`src/rtl/bufptr_pkg.sv`:
```
`timescale 1ns/1ps
package bufptr_pkg;
    localparam int PTR_W = 13;

    typedef enum logic {
        STEP_LINEAR = 1'b0,
        STEP_RING   = 1'b1
    } step_mode_e;
endpackage

```
`src/rtl/bufptr_step.sv`:
```
`timescale 1ns/1ps
module bufptr_step
    import bufptr_pkg::*;
#(
    parameter int         W    = PTR_W,
    parameter step_mode_e MODE = STEP_LINEAR
) (
    input  logic [W-1:0] cur,
    input  logic [W-1:0] ring_start,
    input  logic [W-1:0] ring_end,
    output logic [W-1:0] nxt
);
    localparam logic [W-1:0] ONE = {{(W-1){1'b0}}, 1'b1};

    logic at_end;

    always_comb begin
        at_end = (cur == ring_end);
        if ((MODE == STEP_RING) && at_end) begin
            nxt = ring_start;
        end else begin
            nxt = cur + ONE;
        end
    end
endmodule

```
`src/rtl/bufptr_reg.sv`:
```
`timescale 1ns/1ps
module bufptr_reg #(
    parameter int           W         = 13,
    parameter logic [W-1:0] RESET_VAL = '0
) (
    input  logic         clk,
    input  logic         rst_n,
    input  logic         ld,
    input  logic [W-1:0] ld_val,
    input  logic         adv,
    input  logic [W-1:0] adv_val,
    output logic [W-1:0] q
);
    always_ff @(posedge clk or negedge rst_n) begin
        if (!rst_n) begin
            q <= RESET_VAL;
        end else if (ld) begin
            q <= ld_val;
        end else if (adv) begin
            q <= adv_val;
        end
    end

    // a load beats any concurrent advance
    a_r8_load_wins: assert property (@(posedge clk) disable iff (!rst_n)
        ld |=> (q == $past(ld_val)));

    // with neither load nor advance the register holds
    a_r4_idle_hold: assert property (@(posedge clk) disable iff (!rst_n)
        (!ld && !adv) |=> $stable(q));
endmodule

```
`src/rtl/bufptr_unit.sv`:
```
`timescale 1ns/1ps
module bufptr_unit
    import bufptr_pkg::*;
(
    input  logic             clk,
    input  logic             rst_n,
    input  logic             cfg_rd_ld,
    input  logic             cfg_wr_ld,
    input  logic [PTR_W-1:0] cfg_ptr_val,
    input  logic             cfg_ai_we,
    input  logic             cfg_ai_val,
    input  logic             host_rd_stb,
    input  logic             host_wr_stb,
    input  logic [PTR_W-1:0] rx_start,
    input  logic [PTR_W-1:0] rx_end,
    input  logic [PTR_W-1:0] dma_rd_cur,
    input  logic [PTR_W-1:0] dma_wr_cur,
    output logic [PTR_W-1:0] dma_rd_nxt,
    output logic [PTR_W-1:0] dma_wr_nxt,
    output logic [PTR_W-1:0] host_rd_addr,
    output logic [PTR_W-1:0] host_wr_addr,
    output logic [PTR_W-1:0] rd_ptr,
    output logic [PTR_W-1:0] wr_ptr,
    output logic             autoinc
);
    localparam logic [PTR_W-1:0] ONE = {{(PTR_W-1){1'b0}}, 1'b1};

    logic [PTR_W-1:0] rd_step;
    logic [PTR_W-1:0] wr_step;
    logic             rd_adv;
    logic             wr_adv;

    // Stepping rules: ring for reads, linear for writes (host and DMA)
    bufptr_step #(.W(PTR_W), .MODE(STEP_RING)) u_host_rd_step (
        .cur(rd_ptr), .ring_start(rx_start), .ring_end(rx_end), .nxt(rd_step));
    bufptr_step #(.W(PTR_W), .MODE(STEP_LINEAR)) u_host_wr_step (
        .cur(wr_ptr), .ring_start(rx_start), .ring_end(rx_end), .nxt(wr_step));
    bufptr_step #(.W(PTR_W), .MODE(STEP_RING)) u_dma_rd_step (
        .cur(dma_rd_cur), .ring_start(rx_start), .ring_end(rx_end), .nxt(dma_rd_nxt));
    bufptr_step #(.W(PTR_W), .MODE(STEP_LINEAR)) u_dma_wr_step (
        .cur(dma_wr_cur), .ring_start(rx_start), .ring_end(rx_end), .nxt(dma_wr_nxt));

    always_comb begin
        rd_adv       = host_rd_stb && autoinc;
        wr_adv       = host_wr_stb && autoinc;
        host_rd_addr = rd_ptr;
        host_wr_addr = wr_ptr;
    end

    bufptr_reg #(.W(PTR_W), .RESET_VAL('0)) u_rd_reg (
        .clk(clk), .rst_n(rst_n), .ld(cfg_rd_ld), .ld_val(cfg_ptr_val),
        .adv(rd_adv), .adv_val(rd_step), .q(rd_ptr));

    bufptr_reg #(.W(PTR_W), .RESET_VAL('0)) u_wr_reg (
        .clk(clk), .rst_n(rst_n), .ld(cfg_wr_ld), .ld_val(cfg_ptr_val),
        .adv(wr_adv), .adv_val(wr_step), .q(wr_ptr));

    bufptr_reg #(.W(1), .RESET_VAL(1'b1)) u_ai_reg (
        .clk(clk), .rst_n(rst_n), .ld(cfg_ai_we), .ld_val(cfg_ai_val),
        .adv(1'b0), .adv_val(1'b0), .q(autoinc));

    // a read step from the ring end lands on the ring start
    a_r5_rd_wrap: assert property (@(posedge clk) disable iff (!rst_n)
        (host_rd_stb && autoinc && !cfg_rd_ld && (rd_ptr == rx_end))
        |=> (rd_ptr == $past(rx_start)));

    // write steps are always linear
    a_r6_wr_linear: assert property (@(posedge clk) disable iff (!rst_n)
        (host_wr_stb && autoinc && !cfg_wr_ld)
        |=> (wr_ptr == $past(wr_ptr) + ONE));

    // disabled auto-increment freezes the read pointer
    a_r4_rd_frozen: assert property (@(posedge clk) disable iff (!rst_n)
        (!autoinc && !cfg_rd_ld) |=> $stable(rd_ptr));

    // the enable follows its write
    a_r11_ai_write: assert property (@(posedge clk) disable iff (!rst_n)
        cfg_ai_we |=> (autoinc == $past(cfg_ai_val)));
endmodule

```
`config.mk`:
```
export PLATFORM = sky130hd
export DESIGN_NAME = bufptr_unit
export DESIGN_NICKNAME = d
export VERILOG_FILES = /design/src/rtl/bufptr_pkg.sv /design/src/rtl/bufptr_step.sv /design/src/rtl/bufptr_reg.sv /design/src/rtl/bufptr_unit.sv
export SDC_FILE = /design/constraint.sdc
export NUM_CORES = 1
export LEC_CHECK = 0
export CAP_MARGIN = 20
export CORE_MARGIN = 2
export CORE_UTILIZATION = 28
export CTS_CLUSTER_SIZE = 28
export DETAILED_ROUTE_END_ITERATION = 6
export DONT_BUFFER_PORTS = 1
export PLACE_DENSITY = 0.51
export REMOVE_ABC_BUFFERS = 1
export SLEW_MARGIN = 25
export SYNTH_ARGS = -nofsm -noshare
export SYNTH_HDL_FRONTEND = slang
export SYNTH_SLANG_ARGS = --single-unit
```
`constraint.sdc`:
```
create_clock -name clk -period 6.19 [get_ports clk]
set_clock_uncertainty 0.1 [all_clocks]
set_input_delay 0 -clock clk [delete_from_list [all_inputs] [get_ports clk]]
set_output_delay 0 -clock clk [all_outputs]
set_load 0.02 [all_outputs]
```
-- Word level (Yosys, flattened, before mapping)
Index checks and enable logic that the tools add are counted.
- bits in registers: 27
- input bits: 73
- output and inout bits: 79
- logic and storage cells: 19
- add/subtract/negate cells: 4
- eq/ne operators: 2
- multiplexer cells: 6
- reductions and logical operators: 4
- operators with widths (kind ; count):
    $mux 13 ; 6
    $add 13x1->13 const B ; 4
    $eq 13x13->1 ; 2
    $reduce_bool 2->1 ; 2
    $logic_and 1x1->1 ; 2

-- Logic depth before layout (Yosys ltp)
- depth after elaboration: 4
- gate-level depth with buffers: 7
- depth with buffers taken out: 6

-- By module
A second synthesis with hierarchy kept.
- cells, all modules: 333
- area, all modules: 3021.6 µm²
- by module, submodules not included (module ; times used ; cells each ; area each (µm²) ; sequential area each (µm²)):
    bufptr_reg (u_rd_reg ...) ; 2 ; 56 ; 610.6 ; 325.3
    bufptr_step (u_dma_rd_step ...) ; 2 ; 63 ; 556.8 ; 0.0
    bufptr_step (u_dma_wr_step ...) ; 2 ; 31 ; 215.2 ; 0.0
    bufptr_unit ; 1 ; 29 ; 211.5 ; 0.0
    bufptr_reg (u_ai_reg) ; 1 ; 4 ; 45.0 ; 26.3

-- Least setup slack after synthesis
Ideal clock, no wire load.
- path type: reg-to-reg
- start: register u_rd_reg.q[3]
- end: register u_rd_reg.q[0]
- setup time: 0.137 ns
- arrival: 1.826 ns
- data required time: 5.953 ns
- setup slack: 4.127 ns
- stages on the path, launching flop included: 8
- path buffers: 2
- clock period less this slack: 2.063 ns
- path through: dfrtp_1 -> buf_6 -> xor2_1 -> nor4_1 -> nand4_2 -> buf_6 -> a222oi_1 -> o31ai_1
- cells in the longest elaborated chain, start to end: 4
- RTL lines (item ; line ; text):
    start: declaration ; bufptr_reg.sv:12 ; output logic [W-1:0] q
    start signal: assignment ; bufptr_reg.sv:18 ; q <= ld_val;
    start signal: assignment ; bufptr_reg.sv:20 ; q <= adv_val;
    $eq 13x13->1 ; bufptr_step.sv:18 ; at_end = (cur == ring_end);
    $mux 13 ; bufptr_step.sv:19 ; if ((MODE == STEP_RING) && at_end) begin
    $mux 13 ; bufptr_reg.sv:19 ; end else if (adv) begin
    $mux 13 ; bufptr_reg.sv:17 ; end else if (ld) begin
No other way between the ends. The select of a mux whose other input is x is not followed.
A chain may end at the register's enable or synchronous reset.

-- Worst setup path in the final report
- start: register u_rd_reg.q[9]
- end: register u_rd_reg.q[1]
Same word-level chain as after synthesis.

==> run metrics <==
Filler cells=992; initial antenna violation count=0; routed len/inst=16.4 um; largest cells by area after synthesis=dfrtp_1 (24%), xor2_1 (14%), xnor2_1 (9.4%); worst path cell trace=xor2_1 > nor4_1 > nand4_2 > mux2i_1 > o221ai_1 > dlygate4sd3_1; proportion of power drawn by the clock network=0.198; Setup crit end kind=register; sequential share of power=0.532; RR Endpoint=u_rd_reg.q[1]; met3 GRT Util=0.0438; Synth async-reset ratio=1.00; DRT Pass-1 Iters=6; worst rel slew slack=0.389; Synth top area share=0.240; # nets final=411; Slowest Stage Delay on Critical Path=0.72 ns; reg2reg start=u_rd_reg.q[9]; Num CTS Buffers=3; critical path required time=6.26 ns; TritonCTS clock tree=yes; Cells after Synth=336; CP arrival=3.17 ns; final WL=7590 um; Setup TNS=0 ns; status=finished, final reports clean; Remaining DRCs=0; crit path to=u_rd_reg.q[1]; busiest grt layer=met2; Sw Ratio=0.420; share of layout cells above drive strength 1=0.0661; clk_lat worst skew=0.28 ns; crit path from=u_rd_reg.q[9]; io pins=152; vias after detailed routing=2279; largest net degree at the start of global routing=29; DRT antenna net count=0; post-route insts no fill=462; crit-path max FO=14; final hold vios=0; Synth Cell Area=0.00271 mm^2; post-synthesis sequential area ratio=0.250; nature of the critical path startpoint=register; maximum clock path buffer count=2; H-tree depth=1; max-cap violation count=0; Synth-to-Final Area Change=10.7%; fin. max-slew vios=0; Final Setup Violations=0; cts hold-fix bufs=35; post_cts resized=0; Most used DFF post-synth=dfrtp_1; Register-to-Register Path Depth=6; fmax=323 MHz; root buffer cell=clkbuf_8; type of the worst min-delay path=input pin to output pin; Post-CTS Setup Inserts=0; Setup Crit Path Kind=register to register; P_sw=0.225 mW; Least-Margin Pin Slew=0.913 ns; CTS Sinks=27; number of synthesized flops with an enable pin=0; Die Y=102 um; fin crit period=3.09 ns; initial DRC count=48; static leakage power=1.24 nW; total gr overflow=0; Core Area=0.00933 mm^2; Port Buffers=0; Final Wtd Congestion=0.802; post-route clock period utilization=0.500; die area=0.0105 mm^2; flops & latches, synth=27; VDD IR max=0.0842 mV; row count=35; Power Dens Cells=179 mW/mm^2; Netlist cell types=30; Starting Density=0.291; first-pass GRT wire length=11800 um; Post-DP HPWL=6070 um; clock slew at reported path FFs=0.10 ns; met1 Track Usage GR=0.153; drt via density=4.93; Crit-path slowest cell=dfrtp_1; P_int=0.312 mW; chip width=102 um; Total GRT Usage=0.144; vias in the first global route=2402; RSZ-0062 raised after global routing=no; combinational fraction of design power=0.270; syn_area_per_cell=8.07 um^2; top cells by count, synth=nand2_1 (42), xor2_1 (42), xnor2_1 (29), buf_4 (26), dfrtp_1 (26); dpl cells=423; reg2reg setup slack=3.10 ns; Yosys top cell by area=dfrtp_1; ant diodes=0; Yosys warning total=0; met2 GRT Util=0.276
[layout make-up]
class / count / area, um^2 / share of cell area
clock buffer: 4 / 45.0 / 0.0150
sequential: 27 / 677 / 0.225
tap: 129 / 161 / 0.0537
multi-input combinational: 262 / 1740 / 0.579
timing repair buffer: 36 / 368 / 0.122
inverter: 4 / 15.0 / 0.00500
[sequential cells by signal, indices dropped and copies added (netlist names)]
signal,cells
u_rd_reg.q,13
u_wr_reg.q,13
u_ai_reg.q,1
[power groups by stage]
stage / combinational (mW) / sequential, mW / clock, mW
final: 0.145 / 0.286 / 0.106
after global routing: 0.163 / 0.293 / 0.119
after CTS: 0.147 / 0.287 / 0.111
after detailed placement: 0.114 / 0.291 / 0
after global placement: 0.113 / 0.290 / 0
after floorplan: 0.0980 / 0.277 / 0
[routing by layer]
| layer | vias up | wire (um) |
|---|---|---|
| li1 | 1105 | - |
| met1 | 1045 | 2850 |
| met2 | 127 | 3980 |
| met3 | 2 | 723 |
| met4 | 0 | 38 |
| met5 | - | 0 |
[worst max-delay path, delay by kind of cell, from the launching register on]
family                 cells  cell delay, ns
AND/OR/NAND/NOR            2            0.99
buffers and inverters      1            0.60
AO/OA/AOI/OAI              1            0.13
XOR/XNOR                   1            0.13
multiplexers               1            0.33
flip-flops                 1            0.72
[logic make-up (layout without fill, tap and decap cells)]
logic type / Yosys count / after routing / synth area share
AOI/OAI and AO/OA: 38 / 38 / 0.0743
xor gates and xnor gates: 71 / 71 / 0.229
adders and majority gates: 4 / 4 / 0.0185
buffers and inverters: 47 / 44 / 0.110
DFF: 27 / 27 / 0.250
muxes: 27 / 27 / 0.106
and+or+nand+nor: 122 / 122 / 0.213
[stage by stage]
step / hold slack (ns) / worst slack [ns] / power (mW) / instance area [um^2] / util
global route: 0.0372 / 2.94 / 0.575 / 3000 / 0.322
CTS: 0.0297 / 3.02 / 0.545 / 3000 / 0.322
detailed placement: -0.395 / 3.48 / 0.405 / 2600 / 0.279
floorplan: -0.396 / 3.92 / 0.375 / 2430 / -
finish: 0.0280 / 3.10 / 0.537 / 3000 / 0.322
global placement: -0.395 / 3.55 / 0.402 / 2600 / 0.279
[placed cells by master, fill, tap and decap left out, types with 2 or more instances in the layout]
master,instances
xor2_1,42
nand2_1,42
dlygate4sd3_1,34
xnor2_1,29
dfrtp_1,26
nor2_1,24
o21ai_0,24
nand3_1,18
mux2i_1,14
nand4_1,13
mux2_2,13
a21oi_1,11
nor3_1,8
nor4_1,5
inv_1,4
ha_1,4
and3_1,3
clkbuf_8,3
and4_1,2
and2_1,2
or2_2,2
[worst min-delay path by stage]
stage                  startpoint            end  cells past startpoint
floorplan                   rst_n  u_rd_reg.q[0]                      0
detailed placement          rst_n  u_rd_reg.q[1]                      0
global route        dma_wr_cur[2]  dma_wr_nxt[2]                      1
CTS                 dma_wr_cur[2]  dma_wr_nxt[2]                      1
global placement            rst_n  u_rd_reg.q[1]                      0
finish              dma_wr_cur[2]  dma_wr_nxt[2]                      1
Power figures use the tool's default switching activity.
